**src/rtl/irq_ctrl8_pkg.sv**
```systemverilog
package irq_ctrl8_pkg;
  typedef enum logic [2:0] {
    CFG_NONE, CFG_BASE, CFG_CASC, CFG_MODE, CFG_RUN
  } cfg_state_e;

  // command sub-opcodes carried in bits 7:5 of a non-setup command
  localparam logic [2:0] OP_EOI_ANY = 3'b001;
  localparam logic [2:0] OP_SET_LOW = 3'b110;
endpackage

```
**src/rtl/irq_init_seq.sv**
```systemverilog
module irq_init_seq
  import irq_ctrl8_pkg::*;
#(
  parameter int DW = 8,
  parameter int IW = 3
) (
  input  logic             clk,
  input  logic             rst,
  input  logic             start,
  input  logic             want_mode,
  input  logic             single_req,
  input  logic             data_we,
  input  logic [DW-1:0]    data_in,
  output logic             busy,
  output logic             ready,
  output logic [DW-IW-1:0] base_hi,
  output logic [DW-1:0]    casc_word,
  output logic             single_mode,
  output logic             nest_mode
);
  localparam int NEST_BIT = 4;

  cfg_state_e st_q;
  logic       need_mode_q;

  always_ff @(posedge clk) begin
    if (rst) begin
      st_q        <= CFG_NONE;
      base_hi     <= '0;
      casc_word   <= '0;
      single_mode <= 1'b0;
      need_mode_q <= 1'b0;
      nest_mode   <= 1'b0;
    end else if (start) begin
      st_q        <= CFG_BASE;
      single_mode <= single_req;
      need_mode_q <= want_mode;
      nest_mode   <= 1'b0;
    end else if (data_we) begin
      case (st_q)
        CFG_BASE: begin
          base_hi <= data_in[DW-1:IW];
          if (!single_mode)     st_q <= CFG_CASC;
          else if (need_mode_q) st_q <= CFG_MODE;
          else                  st_q <= CFG_RUN;
        end
        CFG_CASC: begin
          casc_word <= data_in;
          st_q      <= need_mode_q ? CFG_MODE : CFG_RUN;
        end
        CFG_MODE: begin
          nest_mode <= data_in[NEST_BIT];
          st_q      <= CFG_RUN;
        end
        default: ;
      endcase
    end
  end

  assign busy  = (st_q == CFG_BASE) || (st_q == CFG_CASC) || (st_q == CFG_MODE);
  assign ready = (st_q == CFG_RUN);
endmodule

```
**src/rtl/irq_edge_detect.sv**
```systemverilog
module irq_edge_detect #(
  parameter int N = 8
) (
  input  logic         clk,
  input  logic [N-1:0] lvl,
  output logic [N-1:0] rise
);
  logic [N-1:0] prev_q;

  for (genvar g = 0; g < N; g++) begin : g_bit
    // history flop needs no reset: it only tracks the input
    always_ff @(posedge clk) prev_q[g] <= lvl[g];
    assign rise[g] = lvl[g] & ~prev_q[g];
  end
endmodule

```
**src/rtl/irq_prio_pick.sv**
```systemverilog
module irq_prio_pick #(
  parameter int N  = 8,
  parameter int IW = 3
) (
  input  logic [N-1:0]  vec,
  input  logic [IW-1:0] lowest,
  output logic          found,
  output logic [IW-1:0] idx
);
  logic [IW-1:0] pos;

  // walk from lowest rank to highest so the highest-ranked hit wins
  always_comb begin
    found = 1'b0;
    idx   = '0;
    pos   = '0;
    for (int k = N - 1; k >= 0; k--) begin
      pos = lowest + IW'(1) + IW'(k);
      if (vec[pos]) begin
        found = 1'b1;
        idx   = pos;
      end
    end
  end
endmodule

```
**src/rtl/irq_ctrl8.sv**
```systemverilog
module irq_ctrl8
  import irq_ctrl8_pkg::*;
#(
  parameter int N_IN = 8,
  parameter int DW   = 8
) (
  input  logic                      clk,
  input  logic                      rst,
  input  logic                      role_slave,
  input  logic                      wr_en,
  input  logic                      rd_en,
  input  logic                      addr,
  input  logic [DW-1:0]             wdata,
  output logic [DW-1:0]             rdata,
  input  logic [N_IN-1:0]           irq_in,
  output logic                      int_out,
  input  logic                      inta,
  input  logic [$clog2(N_IN)-1:0]   cas_in,
  output logic [$clog2(N_IN)-1:0]   cas_out,
  output logic                      cas_drive,
  output logic                      vec_valid,
  output logic [DW-1:0]             vec_out
);
  localparam int IW = $clog2(N_IN);
  localparam logic [IW-1:0] LOW_DEFAULT = IW'(N_IN - 1);

  logic [N_IN-1:0] irr_q, isr_q, imr_q;
  logic [IW-1:0]   low_q;
  logic            rd_isr_q;

  // command decode
  logic cmd_wr, dat_wr, setup_cmd, sel_cmd, op_cmd, eoi_cmd, setlow_cmd;
  assign cmd_wr     = wr_en && !addr;
  assign dat_wr     = wr_en && addr;
  assign setup_cmd  = cmd_wr && wdata[4];
  assign sel_cmd    = cmd_wr && !wdata[4] && wdata[3];
  assign op_cmd     = cmd_wr && !wdata[4] && !wdata[3];
  assign eoi_cmd    = op_cmd && (wdata[7:5] == OP_EOI_ANY);
  assign setlow_cmd = op_cmd && (wdata[7:5] == OP_SET_LOW);

  logic            cfg_busy, cfg_ready, single_mode, nest_mode;
  logic [DW-IW-1:0] base_hi;
  logic [DW-1:0]   casc_word;

  irq_init_seq #(.DW(DW), .IW(IW)) u_init (
    .clk        (clk),
    .rst        (rst),
    .start      (setup_cmd),
    .want_mode  (wdata[0]),
    .single_req (wdata[1]),
    .data_we    (dat_wr),
    .data_in    (wdata),
    .busy       (cfg_busy),
    .ready      (cfg_ready),
    .base_hi    (base_hi),
    .casc_word  (casc_word),
    .single_mode(single_mode),
    .nest_mode  (nest_mode)
  );

  logic [N_IN-1:0] rise;
  irq_edge_detect #(.N(N_IN)) u_edge (
    .clk (clk),
    .lvl (irq_in),
    .rise(rise)
  );

  logic          w_found, h_found;
  logic [IW-1:0] w_idx, h_idx;
  logic [N_IN-1:0] req_live;
  assign req_live = irr_q & ~imr_q;

  irq_prio_pick #(.N(N_IN), .IW(IW)) u_pick_req (
    .vec(req_live), .lowest(low_q), .found(w_found), .idx(w_idx)
  );
  irq_prio_pick #(.N(N_IN), .IW(IW)) u_pick_isr (
    .vec(isr_q), .lowest(low_q), .found(h_found), .idx(h_idx)
  );

  // rank 0 is the highest priority
  logic [IW-1:0] w_rank, h_rank;
  assign w_rank = w_idx - low_q - IW'(1);
  assign h_rank = h_idx - low_q - IW'(1);

  logic cas_slot, pending, slave_eff, addressed, take, grant;
  assign cas_slot  = !single_mode && !role_slave && casc_word[w_idx];
  assign pending   = cfg_ready && w_found &&
                     (!h_found || (w_rank < h_rank) ||
                      (nest_mode && cas_slot && (w_idx == h_idx)));
  assign slave_eff = role_slave && !single_mode;
  assign addressed = !slave_eff || (cas_in == casc_word[IW-1:0]);
  assign take      = inta && cfg_ready && addressed;
  assign grant     = take && pending;

  logic [N_IN-1:0] ack_set, eoi_clr;
  assign ack_set = grant ? (N_IN'(1) << w_idx) : '0;
  assign eoi_clr = (eoi_cmd && h_found) ? (N_IN'(1) << h_idx) : '0;

  always_ff @(posedge clk) begin
    if (rst) begin
      irr_q     <= '0;
      isr_q     <= '0;
      imr_q     <= '1;
      low_q     <= LOW_DEFAULT;
      rd_isr_q  <= 1'b0;
      int_out   <= 1'b0;
      vec_valid <= 1'b0;
      vec_out   <= '0;
      cas_drive <= 1'b0;
      cas_out   <= '0;
      rdata     <= '0;
    end else begin
      vec_valid <= 1'b0;
      cas_drive <= 1'b0;
      int_out   <= pending && !take;
      if (setup_cmd) begin
        irr_q    <= '0;
        isr_q    <= '0;
        imr_q    <= '1;
        low_q    <= LOW_DEFAULT;
        rd_isr_q <= 1'b0;
      end else begin
        irr_q <= (irr_q | rise) & ~ack_set;
        isr_q <= (isr_q & ~eoi_clr) | ack_set;
        if (dat_wr && !cfg_busy) imr_q <= wdata[N_IN-1:0];
        if (setlow_cmd) low_q <= wdata[IW-1:0];
        if (sel_cmd && wdata[1]) rd_isr_q <= wdata[0];
        if (take) begin
          if (pending && cas_slot) begin
            cas_drive <= 1'b1;
            cas_out   <= w_idx;
          end else if (pending) begin
            vec_valid <= 1'b1;
            vec_out   <= {base_hi, w_idx};
          end else begin
            vec_valid <= 1'b1;
            vec_out   <= {base_hi, LOW_DEFAULT};
          end
        end
      end
      if (rd_en) begin
        if (addr)          rdata <= DW'(imr_q);
        else if (rd_isr_q) rdata <= DW'(isr_q);
        else               rdata <= DW'(irr_q);
      end
    end
  end
endmodule

```
**config.mk**
```make
export PLATFORM = sky130hd
export DESIGN_NAME = irq_ctrl8
export DESIGN_NICKNAME = d
export VERILOG_FILES = /design/src/rtl/irq_ctrl8_pkg.sv /design/src/rtl/irq_init_seq.sv /design/src/rtl/irq_edge_detect.sv /design/src/rtl/irq_prio_pick.sv /design/src/rtl/irq_ctrl8.sv
export SDC_FILE = /design/constraint.sdc
export NUM_CORES = 1
export LEC_CHECK = 0
export ABC_AREA = 1
export BUFFER_PORTS_ARGS = -buffer_cell sky130_fd_sc_hd__buf_2
export CORE_MARGIN = 5
export CORE_UTILIZATION = 60
export CTS_CLUSTER_SIZE = 16
export DETAILED_ROUTE_END_ITERATION = 8
export GPL_TIMING_DRIVEN = 1
export PLACE_DENSITY = 0.9
export SKIP_CTS_REPAIR_TIMING = 1
export SYNTH_ARGS = -nofsm -noshare
export SYNTH_HDL_FRONTEND = slang
export SYNTH_SLANG_ARGS = --single-unit
```
**constraint.sdc**
```tcl
create_clock -name clk -period 5.2 [get_ports clk]
set_input_delay 0.26 -clock clk [delete_from_list [all_inputs] [get_ports clk]]
set_output_delay 0.26 -clock clk [all_outputs]
set_load 0.02 [all_outputs]
```
==> qor.txt <==
status - complete, no violations
ys async rst share - 0%
minimum clock period - 4.72 ns
largest area contributor in the netlist - dfxtp_1
Slowest-stage cell, CP - fa_1
Layout area overhead - 9.54%
Post-Syn Instances - 771
Mean Syn Cell Area - 6.36 um2
drt drc - 0
crit-path max FO - 23
ys flop type - dfxtp_1
global-route wire length before repair - 23000 um
beginning of the critical path - low_q[0]
pre-CTS WS - 0.290 ns
Worst Hold Slack - 0.0106 ns
clk buf depth - 2
Total Neg Setup Slack - 0 ns
critical path type - reg -> reg
Sequential Power Share - 48.2%
grt peak-use layer - met2
Net count, final - 845
Startpoint Class - flip-flop
non-filler cells in the finished layout - 920
multi-input logic area - 0.00275 mm2
Leakage Power - 2.74 nW
row cnt - 33
Crit. End Element - flip-flop
Clock Tree Root - clkbuf_8
worst hold start - irq_in[6]
Gate power share - 15.3%
VDD IR max - 0.215 mV
met1 usage - 35.9%
Register Area - 0.00154 mm2
Seq/Total Area, Yosys - 31.4%
Slew headroom - 34.4%
initial antenna violation count - 0
grt met2 use - 47.7%
most frequent cell on the critical path - nand2_1
Design Power - 1.29 mW
CTS tree - built
grt ovf - 0
placed cell count - 904
CP peak stage delay - 0.39 ns
Reg clk slew, reported paths - 0.08 ns
Slew @ Worst Pin - 0.974 ns
depth of the CTS H-tree - 3
Global Route met3 Usage - 5.63%
Power Dens Cells - 241 mW/mm2
core area - 0.00809 mm2
Tcrit/Tclk final - 90.7%
internal power - 0.920 mW
clock latency on the worst-skew pair - 0.36 ns
maxcap violations - 0
drt wl/cell - 15.5 um
Die Span Y - 100 um
io pins - 48
Final Hold Fails - 0
pin count of the biggest net entering global routing - 37
main area contributors after synthesis - dfxtp_1, nand2_1, nand3_1
gr usage total - 28.7%
Synth Cell Area - 0.00490 mm2
switching pwr - 0.373 mW
commonest non-fill, non-tap cell in the layout - nand2_1
RSZ-0062 raised after global routing - no
Die Area - 0.0101 mm2
Final Setup Violations - 0
final number of max-transition violations - 0
Clock Skew - 0.0147 ns
#FFs+latches synth - 77
synth warn - 0
worst setup margin - 0.482 ns
First-pass DRT Iterations - 5
Fmax - 212 MHz
Initial Utilization - 60.6%
Die Wd - 100 um
Vias/cell - 5.63
final WL - 14200 um
clock power share - 36.4%
Worst R2R Start - low_q[0]
total CTS buffers - 9
n_diodes - 0
Net Sw Frac - 28.8%
Syn Nets - 805
Filler cells - 718
layout cell share with drive strength beyond 1 - 13.6%
number of global-route vias before repair - 4740
Post-DP HPWL - 11100 um
number of flops mapped to enable cells by yosys - 0
commonest non-fill, non-tap cells in the layout - nand2_1, inv_1, nand3_1
Synth top area share - 31.4%
clk sink count - 77
worst min-delay path class - in -> reg
buffers added on ports - 47
post-synth cell types - 40
total number of vias - 5179
Arrival @ worst endpoint - 4.97 ns
initial drt markers - 479
Final ANT Viol Nets - 0
Worst EP required - 5.46 ns
routability cong. - 0.957
## sequential cells by signal, indices dropped and copies added, names as in the netlist, 3 cells and up
signal and count:
cas_out 3, imr_q 8, irr_q 8, isr_q 8, low_q 3, rdata 8
u_edge.prev_q 8, u_init.base_hi 5, u_init.casc_word 8, u_init.st_q 3, vec_out 8
## path summary, 6_finish.rpt
path	end	depth (start not counted)	slack, ns
max reg2reg	vec_out[1]	29	0.48
max	vec_out[1]	29	0.48
min reg2reg	u_init.base_hi[0]	2	0.46
min	u_edge.prev_q[6]	1	0.01
## critical path, delay by kind of cell, from the launching register on
| family | cells | cell delay, ns |
|---|---|---|
| simple gates | 16 | 1.58 |
| fa+ha+maj | 4 | 1.15 |
| compound gates | 3 | 0.68 |
| buf+inv | 4 | 0.51 |
| flops | 1 | 0.35 |
| xor+xnor | 2 | 0.34 |
## final cells by class
| cell class | instances | area share (%) |
|---|---|---|
| clock buffer | 11 | 2.82 |
| clock inverter | 4 | 1.02 |
| inverter | 122 | 8.67 |
| multi-input combinational | 549 | 51.2 |
| sequential | 77 | 28.7 |
| tap | 105 | 2.45 |
| timing repair buffer | 52 | 5.12 |
## through the flow
step	utilization (%)	instance area, um2
floorplan	-	4900
global placement	63.5	5140
detailed placement	63.5	5140
CTS	66.1	5350
global route	66.4	5370
finish	66.4	5370
## cells in the mapped netlist (2+ instances only)
| master | count |
|---|---|
| a21oi_1 | 54 |
| a31oi_1 | 8 |
| buf_2 | 3 |
| buf_4 | 2 |
| buf_6 | 8 |
| clkbuf_1 | 9 |
| clkinv_1 | 2 |
| dfxtp_1 | 77 |
| fa_1 | 2 |
| ha_1 | 6 |
| inv_1 | 111 |
| inv_2 | 7 |
| nand2_1 | 214 |
| nand2_2 | 22 |
| nand2_4 | 2 |
| nand3_1 | 88 |
| nand3_2 | 4 |
| nand3b_1 | 3 |
| nand4_1 | 11 |
| nor2_1 | 44 |
| nor2_4 | 2 |
| nor3_1 | 4 |
| nor4_1 | 4 |
| o211ai_1 | 18 |
| o21ai_0 | 43 |
| o21bai_1 | 4 |
| xnor2_1 | 5 |
| xor2_1 | 2 |
## power by group through the flow
stage	clock (mW)	combinational, mW	sequential [mW]
3_3_place_gp	0	0.187	0.636
3_5_place_dp	0	0.192	0.637
6_report	0.471	0.198	0.623
4_1_cts	0.474	0.194	0.623
5_1_grt	0.499	0.220	0.626
2_1_floorplan	0	0.134	0.638
## per-layer routing
layer | up-vias | wire length [um]
met5 | - | 0
met2 | 244 | 6830
met3 | 43 | 1200
li1 | 2572 | -
met1 | 2320 | 5720
met4 | 0 | 485
## cell families (layout without fill, tap and decap cells)
kind of cell	count (synthesis)	count (layout)	share of synthesized area (%)
AOI/OAI and AO/OA	133	133	15.8
xor gates and xnor gates	7	7	1.25
adders and majority gates	8	8	2.35
buffers and inverters	145	189	12.7
DFF	77	77	31.4
and+or+nand+nor	401	401	36.5
No activity file was read; power rests on OpenSTA's default activity.
